<file path="src/rtl/nvr_pkg.sv">
package nvr_pkg;
   localparam int unsigned REG_WIPER = 0;
   localparam int unsigned REG_GP    = 1;
   localparam int unsigned REG_STAT  = 7;

   typedef enum logic [1:0] {
      SEL_NONE  = 2'd0,
      SEL_WIPER = 2'd1,
      SEL_GP    = 2'd2
   } nv_sel_e;
endpackage

</file>
<file path="src/rtl/nvr_recall.sv">
module nvr_recall #(
   parameter int unsigned RECALL_CYC = 250_000
) (
   input  logic clk,
   input  logic rst_n,
   input  logic pwr_good,
   output logic done,
   output logic fire
);
   localparam int unsigned CW = $clog2(RECALL_CYC + 1);

   logic [CW-1:0] cnt_q;
   logic          done_q;

   assign fire = pwr_good && !done_q && (cnt_q == CW'(RECALL_CYC - 1));
   assign done = done_q;

   always_ff @(posedge clk or negedge rst_n) begin
      if (!rst_n) begin
         cnt_q  <= '0;
         done_q <= 1'b0;
      end else if (!pwr_good) begin
         cnt_q  <= '0;
         done_q <= 1'b0;
      end else if (!done_q) begin
         if (fire) done_q <= 1'b1;
         else      cnt_q  <= cnt_q + 1'b1;
      end
   end
endmodule

</file>
<file path="src/rtl/nvr_status.sv">
module nvr_status (
   input  logic clk,
   input  logic rst_n,
   input  logic pwr_good,
   input  logic bus_ok,
   input  logic wr_stb,
   input  logic is_stat,
   input  logic wel_in,
   output logic wel
);
   always_ff @(posedge clk or negedge rst_n) begin
      if (!rst_n)                              wel <= 1'b0;
      else if (!pwr_good)                      wel <= 1'b0;
      else if (bus_ok && wr_stb && is_stat)    wel <= wel_in;
   end
endmodule

</file>
<file path="src/rtl/nvr_wcycle.sv">
module nvr_wcycle
   import nvr_pkg::*;
#(
   parameter int unsigned DW        = 8,
   parameter int unsigned WR_CYCLES = 2_500_000
) (
   input  logic          clk,
   input  logic          rst_n,
   input  logic          pwr_good,
   input  logic          bus_ok,
   input  logic          wr_stb,
   input  logic          cmd_stop,
   input  logic          wel,
   input  nv_sel_e       sel,
   input  logic [DW-1:0] wr_data,
   output logic          busy,
   output logic          commit,
   output nv_sel_e       commit_sel,
   output logic [DW-1:0] commit_data
);
   logic    pend_vld;
   nv_sel_e pend_sel;
   logic [DW-1:0] pend_data;
   logic    start;
   logic    done_tick;

   assign start = bus_ok && cmd_stop && pend_vld;

   always_ff @(posedge clk or negedge rst_n) begin
      if (!rst_n) begin
         pend_vld  <= 1'b0;
         pend_sel  <= SEL_NONE;
         pend_data <= '0;
      end else if (!pwr_good) begin
         pend_vld  <= 1'b0;
      end else if (bus_ok && cmd_stop) begin
         pend_vld  <= 1'b0;
      end else if (bus_ok && wr_stb && wel && (sel != SEL_NONE)) begin
         pend_vld  <= 1'b1;
         pend_sel  <= sel;
         pend_data <= wr_data;
      end
   end

   always_ff @(posedge clk or negedge rst_n) begin
      if (!rst_n)          busy <= 1'b0;
      else if (!pwr_good)  busy <= 1'b0;
      else if (start)      busy <= 1'b1;
      else if (done_tick)  busy <= 1'b0;
   end

   generate
      if (WR_CYCLES == 1) begin : g_single
         assign done_tick = busy;
      end else begin : g_count
         localparam int unsigned CW = $clog2(WR_CYCLES);
         logic [CW-1:0] cnt_q;
         always_ff @(posedge clk or negedge rst_n) begin
            if (!rst_n)                     cnt_q <= '0;
            else if (start)                 cnt_q <= CW'(WR_CYCLES - 1);
            else if (busy && cnt_q != '0)   cnt_q <= cnt_q - 1'b1;
         end
         assign done_tick = busy && (cnt_q == '0);
      end
   endgenerate

   assign commit      = done_tick && pwr_good;
   assign commit_sel  = pend_sel;
   assign commit_data = pend_data;
endmodule

</file>
<file path="src/rtl/nvr_ctrl.sv">
module nvr_ctrl
   import nvr_pkg::*;
#(
   parameter int unsigned DW            = 8,
   parameter int unsigned AW            = 3,
   parameter int unsigned WEL_BIT       = 3,
   parameter int unsigned WR_CYCLES     = 2_500_000,
   parameter int unsigned RECALL_CYC    = 250_000,
   parameter int unsigned NV_WIPER_INIT = 'h80,
   parameter int unsigned NV_GP_INIT    = 'h00,
   parameter bit          BUSY_RD_ZERO  = 1'b1
) (
   input  logic          clk,
   input  logic          rst_n,
   input  logic          pwr_good,
   input  logic          brown_out,
   input  logic [AW-1:0] reg_addr,
   input  logic [DW-1:0] wr_data,
   input  logic          wr_stb,
   input  logic          cmd_stop,
   output logic [DW-1:0] rd_data,
   output logic          busy,
   output logic [DW-1:0] wiper
);
   localparam logic [DW-1:0] MIDSCALE = {1'b1, {(DW-1){1'b0}}};

   generate
      if (DW < 4)                    begin : g_bad_dw   $error("DW too small"); end
      if (WEL_BIT >= DW)             begin : g_bad_wel  $error("WEL_BIT out of range"); end
      if (AW < 3)                    begin : g_bad_aw   $error("AW must reach address 7"); end
      if (WR_CYCLES < 1)             begin : g_bad_wc   $error("WR_CYCLES must be >= 1"); end
      if (RECALL_CYC < 1)            begin : g_bad_rc   $error("RECALL_CYC must be >= 1"); end
   endgenerate

   nv_sel_e       addr_sel;
   logic          is_stat;
   logic          recall_done, recall_fire;
   logic          bus_ok;
   logic          wel_q;
   logic          commit;
   nv_sel_e       commit_sel;
   logic [DW-1:0] commit_data;
   logic [DW-1:0] nv_wip_q, nv_gp_q, nv_wip_nxt;
   logic [DW-1:0] wiper_q;
   logic [DW-1:0] rd_raw;
   logic [DW-1:0] stat_word;

   always_comb begin
      addr_sel = SEL_NONE;
      if (reg_addr == AW'(REG_WIPER))   addr_sel = SEL_WIPER;
      else if (reg_addr == AW'(REG_GP)) addr_sel = SEL_GP;
   end
   assign is_stat = (reg_addr == AW'(REG_STAT));

   assign bus_ok = pwr_good && recall_done && !busy;

   nvr_recall #(.RECALL_CYC(RECALL_CYC)) u_recall (
      .clk      (clk),
      .rst_n    (rst_n),
      .pwr_good (pwr_good),
      .done     (recall_done),
      .fire     (recall_fire)
   );

   nvr_status u_status (
      .clk      (clk),
      .rst_n    (rst_n),
      .pwr_good (pwr_good),
      .bus_ok   (bus_ok),
      .wr_stb   (wr_stb),
      .is_stat  (is_stat),
      .wel_in   (wr_data[WEL_BIT]),
      .wel      (wel_q)
   );

   nvr_wcycle #(.DW(DW), .WR_CYCLES(WR_CYCLES)) u_wcycle (
      .clk         (clk),
      .rst_n       (rst_n),
      .pwr_good    (pwr_good),
      .bus_ok      (bus_ok),
      .wr_stb      (wr_stb),
      .cmd_stop    (cmd_stop),
      .wel         (wel_q),
      .sel         (addr_sel),
      .wr_data     (wr_data),
      .busy        (busy),
      .commit      (commit),
      .commit_sel  (commit_sel),
      .commit_data (commit_data)
   );

   // Shadow storage: loaded only by the first reset, kept across power loss
   always_ff @(posedge clk or negedge rst_n) begin
      if (!rst_n) begin
         nv_wip_q <= DW'(NV_WIPER_INIT);
         nv_gp_q  <= DW'(NV_GP_INIT);
      end else if (commit) begin
         if (commit_sel == SEL_WIPER) nv_wip_q <= commit_data;
         if (commit_sel == SEL_GP)    nv_gp_q  <= commit_data;
      end
   end

   assign nv_wip_nxt = (commit && commit_sel == SEL_WIPER) ? commit_data : nv_wip_q;

   always_ff @(posedge clk or negedge rst_n) begin
      if (!rst_n)
         wiper_q <= MIDSCALE;
      else if (pwr_good && !brown_out && (recall_done || recall_fire))
         wiper_q <= nv_wip_nxt;
      else
         wiper_q <= MIDSCALE;
   end
   assign wiper = wiper_q;

   always_comb begin
      stat_word          = '0;
      stat_word[WEL_BIT] = wel_q;
      case (addr_sel)
         SEL_WIPER: rd_raw = nv_wip_q;
         SEL_GP:    rd_raw = nv_gp_q;
         default:   rd_raw = is_stat ? stat_word : '0;
      endcase
   end

   generate
      if (BUSY_RD_ZERO) begin : g_rd_mask
         assign rd_data = busy ? '0 : rd_raw;
      end else begin : g_rd_open
         assign rd_data = rd_raw;
      end
   endgenerate
endmodule

</file>
<file path="config.mk">
export PLATFORM = sky130hd
export DESIGN_NAME = nvr_ctrl
export DESIGN_NICKNAME = d
export VERILOG_FILES = /design/src/rtl/nvr_pkg.sv /design/src/rtl/nvr_recall.sv /design/src/rtl/nvr_status.sv /design/src/rtl/nvr_wcycle.sv /design/src/rtl/nvr_ctrl.sv
export SDC_FILE = /design/constraint.sdc
export NUM_CORES = 1
export LEC_CHECK = 0
export BUFFER_PORTS_ARGS = -buffer_cell sky130_fd_sc_hd__buf_2
export CAP_MARGIN = 5
export CORE_ASPECT_RATIO = 0.9
export CORE_MARGIN = 1.5
export CORE_UTILIZATION = 55
export CTS_CLUSTER_DIAMETER = 200
export DETAILED_ROUTE_END_ITERATION = 8
export GPL_ROUTABILITY_DRIVEN = 0
export PLACE_DENSITY_LB_ADDON = 0.2
export SLEW_MARGIN = 20
export SYNTH_ARGS = -nofsm -noshare
export SYNTH_HDL_FRONTEND = slang
export SYNTH_HIERARCHICAL = 1
export SYNTH_SLANG_ARGS = --single-unit
</file>
<file path="constraint.sdc">
create_clock -name clk -period 4.9 [get_ports clk]
set_input_delay 0.735 -clock clk [delete_from_list [all_inputs] [get_ports clk]]
set_output_delay 0.735 -clock clk [all_outputs]
set_load 0.01 [all_outputs]
</file>
; Yosys cells after proc, flatten, opt, wreduce, memory -nomap -nowiden
; Cells that the tools add are included.
; W data, S select, Z words.
[word_totals]
out_inout_bits = 17
regBits = 78
[classes]
n_addsub = 2
bitwise_logic = 1
n_reduce_logical = 29
mux = 23
eq_ne = 12
[op_table]
columns = op, n
row1 = $mux W18, 3
row2 = $mux W22, 2
row3 = $mux W8, 3
row4 = $logic_not A22 Y1, 1
row5 = $reduce_bool A22 Y1, 1
row6 = $sub A22 B1 Y22 const B, 1
row7 = $add A18 B1 Y18 const B, 1
row8 = $eq A18 B18 Y1 const B, 1
row9 = $logic_and A1 B1 Y1, 16
row10 = $pmux W8 S2, 1
row11 = $mux W1, 11
row12 = $ne A3 B1 Y1 const B, 2
row13 = $reduce_and A2 Y1, 3
row14 = $eq A2 B1 Y1 const B, 2
row15 = $eq A2 B2 Y1 const B, 2
row16 = $mux W2, 2
row17 = $mux W4, 1
row18 = $ne A2 B2 Y1 const B, 2
row19 = $reduce_bool A2 Y1, 2
row20 = $eq A3 B1 Y1 const B, 1
row21 = $eq A3 B3 Y1 const B, 1
row22 = $logic_not A1 Y1, 3
row23 = $logic_not A3 Y1, 1
row24 = $reduce_and A3 Y1, 1
row25 = 3 further kinds, 3

; Logic depth before layout (Yosys ltp)
; Gate-level depths: netlist of run 1.
[depth]
word_depth = 8
mapped_depth = 8
ltp_nobuf = 8

; By module
; Netlist of run 1, hierarchy kept.
[by_module_without_submodules]
columns = mod, seq_area_each_um2, n_inst, area_per_inst_um2, cells_each
row1 = nvr_wcycle, 850.8, 1, 1745.4, 169
row2 = nvr_ctrl, 603.1, 1, 1019.7, 76
row3 = nvr_recall, 475.5, 1, 1012.2, 105
row4 = nvr_status, 25.0, 1, 47.5, 5

; Worst setup path after synthesis of run 1
; No wires, ideal clock.
[synth_timing]
path_kind = input -> register
start = input reg_addr[1]
end = register u_wcycle.pend_data[0], in the netlist u_wcycle/commit_data[0]
arrival_time_ns = 2.072
path_stages = 5
setup_slack_ns = 2.704
path_cell_list = nor3b_2 > o21ai_0 > nor2_1 > buf_1 > mux2_2
[synth_via]
elab_chain_len = 6
word_cells_on_any_way = 7
classes_between = eq/ne (1) / mux (2) / reduce/logical (4)
[synth_rtl]
columns = item, line_no
row1 = from (decl), nvr_ctrl.sv:17  ; input logic [AW-1:0] reg_addr,
row2 = $eq A3 B1 Y1, nvr_ctrl.sv:51  ; else if (reg_addr == AW'(REG_GP)) addr_sel = SEL_GP;
row3 = $mux W2, nvr_ctrl.sv:51
row4 = $mux W2 (*), nvr_ctrl.sv:50  ; if (reg_addr == AW'(REG_WIPER)) addr_sel = SEL_WIPER;
row5 = $reduce_bool A2 Y1 (*), nvr_wcycle.sv:38  ; end else if (bus_ok && wr_stb && wel && (sel != SEL_NONE)) begin
row6 = $logic_and A1 B1 Y1 (*), nvr_wcycle.sv:38
row7 = $reduce_and A3 Y1 (no source line) (*), n/a
row8 = to (signal assigned), nvr_wcycle.sv:41  ; pend_data <= wr_data;
row9 = to (decl), nvr_wcycle.sv:23  ; logic [DW-1:0] pend_data;
; Every way passes the cells marked *; elsewhere a longest branch is shown, timed or not.
; A chain may end at the register's enable or synchronous reset.

; Final worst setup path of run 1
[layout_timing]
start = register u_wcycle.g_count.cnt_q[17]
end = register u_wcycle.g_count.cnt_q[2]
[layout_via]
elab_chain_len = 3
[layout_rtl]
columns = item, line_no
row1 = from (decl), nvr_wcycle.sv:57  ; logic [CW-1:0] cnt_q;
row2 = from (signal assigned), nvr_wcycle.sv:60  ; else if (start) cnt_q <= CW'(WR_CYCLES - 1);
row3 = from (signal assigned), nvr_wcycle.sv:61  ; else if (busy && cnt_q != '0) cnt_q <= cnt_q - 1'b1;
row4 = $reduce_bool A22 Y1, nvr_wcycle.sv:61
row5 = $logic_and A1 B1 Y1, nvr_wcycle.sv:61
row6 = $reduce_bool A2 Y1 (no source line), n/a
; No other way between the ends.

==> impl_metrics.tcl, run 1 <==
set metrics [dict create \
    r2r_setup_slack_ns 2.28 \
    min_path_type "flop to flop" \
    cp-end-kind "flop" \
    worstSetupEndpoint "u_wcycle/g_count.cnt_q[2]" \
    rr_startpoint "u_wcycle/g_count.cnt_q[17]" \
    drtIter0Drc 236 \
    viasPerCell 5.82 \
    start_util_pct 57.5 \
    die-height_um 82.1 \
    cts_buffers 9 \
    p_clk_share_pct 43.3 \
    synth_top_cells_by_count "dfrtp_1, nor2_1, mux2_2, nand2_1" \
    synth_edf_count 0 \
    syn_area_sq_mm 0.00382 \
    grt-ovfl-total 0 \
    drcViolationCount 0 \
    power_switching_uw 294 \
    syn_inst 355 \
    cp-start-kind "flop" \
    clockBufferDepth 2 \
    grt_pass1_vias 2682 \
    worstMarginPinSlew_ns 0.948 \
    die-area_sq_mm 0.00746 \
    maxCapViolCount 0 \
    wl_per_cell_um 15.9 \
    timing.rr.end "u_wcycle/g_count.cnt_q[2]" \
    cts_tree "yes" \
    nets 408 \
    fin_skew_ns 0.00729 \
    setup_tns_ns 0 \
    cts_root_buf "clkbuf_8" \
    wl_met2_um 3520 \
    r2r_cells 5 \
    status "finished clean" \
    period_minus_slack_ns 2.62 \
    grt_pass1_wl_um 13000 \
    antenna_cells 0 \
    final_hold_viol_count 0 \
    path_buf_inv 0 \
    synth_cell_types 59 \
    synth_area_leaders "dfrtp_1, mux2_2, nor2_1" \
    criticalPathCategory "flop to flop" \
    path_clk_slew_ns 0.08 \
    h-tree-depth 3 \
    final_area_sq_mm 0.00428 \
    io_pins 34 \
    dpl_cell_area_sq_mm 0.00405 \
    vias 2819 \
    clk_latency_ns 0.35 \
    path_cells "nor4_1 > nand4_1 > o21a_2 > a211oi_1 > nor2_1" \
    p_seq_share_pct 52.5 \
    ir_drop_mv 0.225 \
    wirelength_um 7720 \
    synth-seq-cells 78 \
    post_cts_buffers 0 \
    cp.depth 5 \
    fillers 528 \
    cp.arrival_ns 2.86 \
    synth_top_area_share_pct 49.7 \
    ant_nets 0 \
    intPower_uw 976 \
    rsz0062_at_grt "no" \
    synth_nets 374 \
    synthArstFlopShare_pct 100 \
    grt_max_degree 79 \
    place_hpwl_um 5140 \
    fin_crit_sh_pct 53.4 \
    die_x_um 90.9 \
    clock-sinks 78 \
    drt-met1-wl_um 3780 \
    synth_ff_type "dfrtp_1" \
    synth_top_area_cell "dfrtp_1" \
    powerDensity_mw_per_mm2 297 \
    rows 28 \
    cp_slowest_cell "nand4_1" \
    grt_antenna_before_repair 0 \
    drive_above_1_share_pct 23.1 \
    wl_met3_um 339 \
    slew_viol_final 0 \
    area_growth_pct 11.9 \
    cp_data_required_time_ns 5.14 \
    fmax_ghz 0.382 \
    syn_area_per_cell_sq_um 10.8 \
    cp-startpoint "u_wcycle/g_count.cnt_q[17]" \
    drtPass1Iterations 5 \
    synth.yosys.seq_area_share_pct 51.1 \
    yosysMostFrequentCell "dfrtp_1" \
    cp_slowest_stage_delay_ns 0.63 \
    fin_util_pct 64.3 \
    switching_share_pct 23.2 \
    path_max_fanout 14 \
    pwr-share-comb_pct 4.2 \
    portBuffers 33 \
    ys_warn_count 6 \
    cts_resized 0 \
    slew_headroom_pct 36.8 \
    crit_family "simple AND/OR/NAND/NOR gates" \
    setup_viol 0 \
    core_area_sq_mm 0.00666 \
    highest_layer "met4" \
    p_leak_nw 1.86 \
    grt_use_total_pct 22.2 \
    cts.hold.buffers_added 0 \
]
[layer usage]
metal	GRT usage (%)	vias to the layer above
li1	-	1368
met1	32.0	1378
met2	33.8	65
met3	5.49	8
met4	5.47	0
met5	0	-
[registers in the layout, indices dropped and copies added (netlist names)]
name,flops
u_wcycle/busy,1
nv_gp_q,8
u_status/wel,1
u_wcycle/pend_vld,1
u_wcycle/commit_sel,2
u_recall/done,1
nv_wip_q,8
u_wcycle/commit_data,8
u_wcycle/g_count.cnt_q,22
u_recall/cnt_q,18
wiper,8
[how the worst min path moves through the flow]
| stage | endpoint | slack (ns) | from | cells after the start |
|---|---|---|---|---|
| 2_1_floorplan | nv_gp_q[0] | 0.44 | rst_n | 0 |
| 3_3_place_gp | u_wcycle/g_count.cnt_q[8] | 0.47 | u_wcycle/g_count.cnt_q[8] | 2 |
| 3_5_place_dp | u_wcycle/g_count.cnt_q[8] | 0.48 | u_wcycle/g_count.cnt_q[8] | 2 |
| 4_1_cts | u_wcycle/g_count.cnt_q[8] | 0.50 | u_wcycle/g_count.cnt_q[8] | 2 |
| 5_1_grt | nv_gp_q[7] | 0.54 | nv_gp_q[7] | 1 |
| 6_report | u_wcycle/g_count.cnt_q[8] | 0.50 | u_wcycle/g_count.cnt_q[8] | 2 |
[layout by cell type, fill, tap and decap left out, types with 10 or more instances in the layout]
cell      count
mux2_2       25
nand3_1      10
buf_2        32
inv_1        10
nand2_1      25
nor2_1       31
clkbuf_8     10
dfrtp_1      76
o21ai_0      13
xor2_1       13
[tightest hold or removal path, delay by kind of cell, from the launching register on]
| kind | cells | cell delay [ns] |
|---|---|---|
| DFF | 1 | 0.35 |
| AOI/OAI and AO/OA | 2 | 0.12 |
[cells by family (layout without fill, tap and decap cells)]
group,after synthesis,count (layout),synth area share (%)
AND/OR/NAND/NOR,150,150,22.7
XOR/XNOR,21,21,4.81
flip-flops,78,78,51.1
multiplexers,30,30,8.80
buffers and inverters,20,59,2.39
AO/OA/AOI/OAI,54,54,9.55
adder cells (fa/ha/maj),2,2,0.654
[layout make-up]
class	count	area (sq um)	area share, %
clock buffer	10	138	3.21
clock inverter	6	92.6	2.16
inverter	10	37.5	0.877
multi-input combinational	257	1780	41.6
sequential	78	1950	45.6
tap	90	113	2.63
timing repair buffer	33	168	3.92
[through the flow]
step / hold WS, ns / total power [mW] / std cells / setup slack (ns)
2_1_floorplan: 0.439 / 0.702 / 355 / 2.70
3_3_place_gp: 0.472 / 0.731 / 468 / 2.22
3_5_place_dp: 0.483 / 0.733 / 468 / 2.17
4_1_cts: 0.500 / 1.28 / 484 / 2.26
5_1_grt: 0.540 / 1.32 / 484 / 2.00
6_report: 0.503 / 1.27 / 484 / 2.28
[power by group through the flow]
stage               registers (mW)  logic [mW]  clock network (mW)
floorplan                    0.676      0.0257                   0
global placement             0.678      0.0529                   0
detailed placement           0.679      0.0545                   0
CTS                          0.666      0.0552               0.562
global route                 0.668      0.0634               0.588
finish                       0.666      0.0538               0.550
No activity file was read; power rests on OpenSTA's default activity.
==> inputs of run 2 (changes only) <==
Settings changed: CORE_UTILIZATION 55 to 53.
Clock period 4.9 ns to 2.25 ns, I/O delays scaled along.
==> impl_metrics.tcl, run 2 (same netlist as run 1, synthesis figures left out) <==
set metrics [dict create \
    io_pins 34 \
    cts_buffers 9 \
    path_cells "or3_1 > nor3_2 > nand4b_1 > nor2_2 > nand3b_4 > mux2_4 > or2_1" \
    wirelength_um 7850 \
    final_common_cell "dfrtp_1" \
    drtIter0Drc 119 \
    clock-sinks 78 \
    clockBufferDepth 2 \
    drive_above_1_share_pct 28.2 \
    multiInputGateArea_sq_mm 0.00181 \
    nets 433 \
    path_buf_inv 0 \
    slew_headroom_pct 64.4 \
    criticalPathCategory "flop to flop" \
    viasPerCell 5.73 \
    core_area_sq_mm 0.00700 \
    ant_nets 0 \
    portBuffers 33 \
    final_hold_viol_count 0 \
    powerDensity_mw_per_mm2 587 \
    cp-end-kind "flop" \
    cts_root_buf "clkbuf_8" \
    cp_data_required_time_ns 2.53 \
    setup_viol 0 \
    die_x_um 92.5 \
    cp.arrival_ns 2.39 \
    top_register "u_wcycle/g_count.cnt_q" \
    min_path_type "input pin to flop" \
    setup_tns_ns 0 \
    vias 2932 \
    dp.cells 494 \
    slew_viol_final 0 \
    h-tree-depth 3 \
    grt_use_total_pct 22.8 \
    grt_max_degree 50 \
    period_minus_slack_ns 2.11 \
    cts_tree "yes" \
    path_max_fanout 8 \
    seq_area_sq_mm 0.00195 \
    die-height_um 83.6 \
    grt_pass1_vias 2950 \
    largestRegisters "u_wcycle/g_count.cnt_q: 22 flops, u_recall/cnt_q: 18 flops" \
    grt_pass1_wl_um 13900 \
    place_hpwl_um 5560 \
    drcViolationCount 0 \
    maxCapViolCount 0 \
    wl_per_cell_um 15.3 \
    layout_common_cells "dfrtp_1, buf_2, nor2_1, mux2_2, nand2_1" \
    cp_slowest_cell "dfrtp_1" \
    area_growth_pct 17.3 \
    cp_slowest_stage_delay_ns 0.40 \
    cp-start-kind "flop" \
    p_leak_nw 1.98 \
    path_clk_slew_ns 0.09 \
    p_total_mw 2.63 \
    antenna_cells 0 \
    drtPass1Iterations 4 \
    rows 29 \
    clk_latency_ns 0.35 \
    fin_skew_ns 0.0148 \
    grt_antenna_before_repair 0 \
    instances_no_fill 512 \
    fin_crit_sh_pct 93.7 \
    fillers 546 \
    grt-ovfl-total 0 \
    crit_family "simple AND/OR/NAND/NOR gates" \
    status "finished clean" \
    fmax_ghz 0.474 \
    start_util_pct 54.6 \
    die-area_sq_mm 0.00774 \
    largest_reg_flops 22 \
    worstMarginPinSlew_ns 0.528 \
    ir_drop_mv 0.450 \
]
## run 2: worst register-to-register path: stages (launching register included)
cell      delay [ns]
dfrtp_1         0.40
or3_1           0.40
nor3_2          0.16
nand4b_1        0.16
nor2_2          0.20
nand3b_4        0.19
mux2_4          0.34
or2_1           0.20
## run 2: repair_timing
action                                  in CTS  in global routing
resized for setup                            1                  4
pin swaps                                    0                  2
endpoints found under the setup margin       4                 13
hold buffers                                 1                  0
endpoints found under the hold margin       27                  0
buffers inserted                             0                  1
## run 2: path summary, 6_finish.rpt
kind	startpoint	endpoint	slack, ns	cells past startpoint
worst max-delay path	u_wcycle/g_count.cnt_q[7]	wiper[7]	0.14	7
worst min-delay path	wr_data[0]	u_wcycle/commit_data[0]	0.21	2
worst max register to register	u_wcycle/g_count.cnt_q[7]	wiper[7]	0.14	7
worst min register to register	u_wcycle/g_count.cnt_q[8]	u_wcycle/g_count.cnt_q[8]	0.50	2
max in group asynchronous	rst_n	u_wcycle/commit_data[6]	1.22	3
min in group asynchronous	rst_n	u_wcycle/g_count.cnt_q[0]	0.45	2
## run 2: final cells by class
class,instances,area share [%]
clock buffers,11,3.15
repair buffers,58,8.26
inverters,10,0.837
flip-flops and latches,78,43.6
well taps,93,2.59
clock inverters,5,1.31
multi-input cells,257,40.3
## run 2: report_power, final
part / internal, mW / switching (mW)
clock network: 0.543 / 0.502
logic: 0.0585 / 0.0813
registers: 1.42 / 0.0291
total: 2.02 / 0.612
## run 2: per-layer routing
layer,up-vias,routed length (um),global-route usage (%)
li1,1412,-,-
met1,1445,3750,33.0
met2,64,3660,33.1
met3,11,348,5.65
met4,0,97,8.25
met5,-,0,0
## run 2: stage by stage
stage | util [%] | hold slack, ns | setup WS [ns] | cell area [sq um]
after floorplan | - | 0.0419 | 0.0798 | 3820
after global placement | 60.6 | 0.286 | 0.0596 | 4240
after detailed placement | 60.6 | 0.292 | -0.00838 | 4240
after CTS | 63.6 | 0.202 | 0.0400 | 4450
after global routing | 64.1 | 0.198 | -0.000537 | 4490
final | 64.1 | 0.213 | 0.142 | 4490
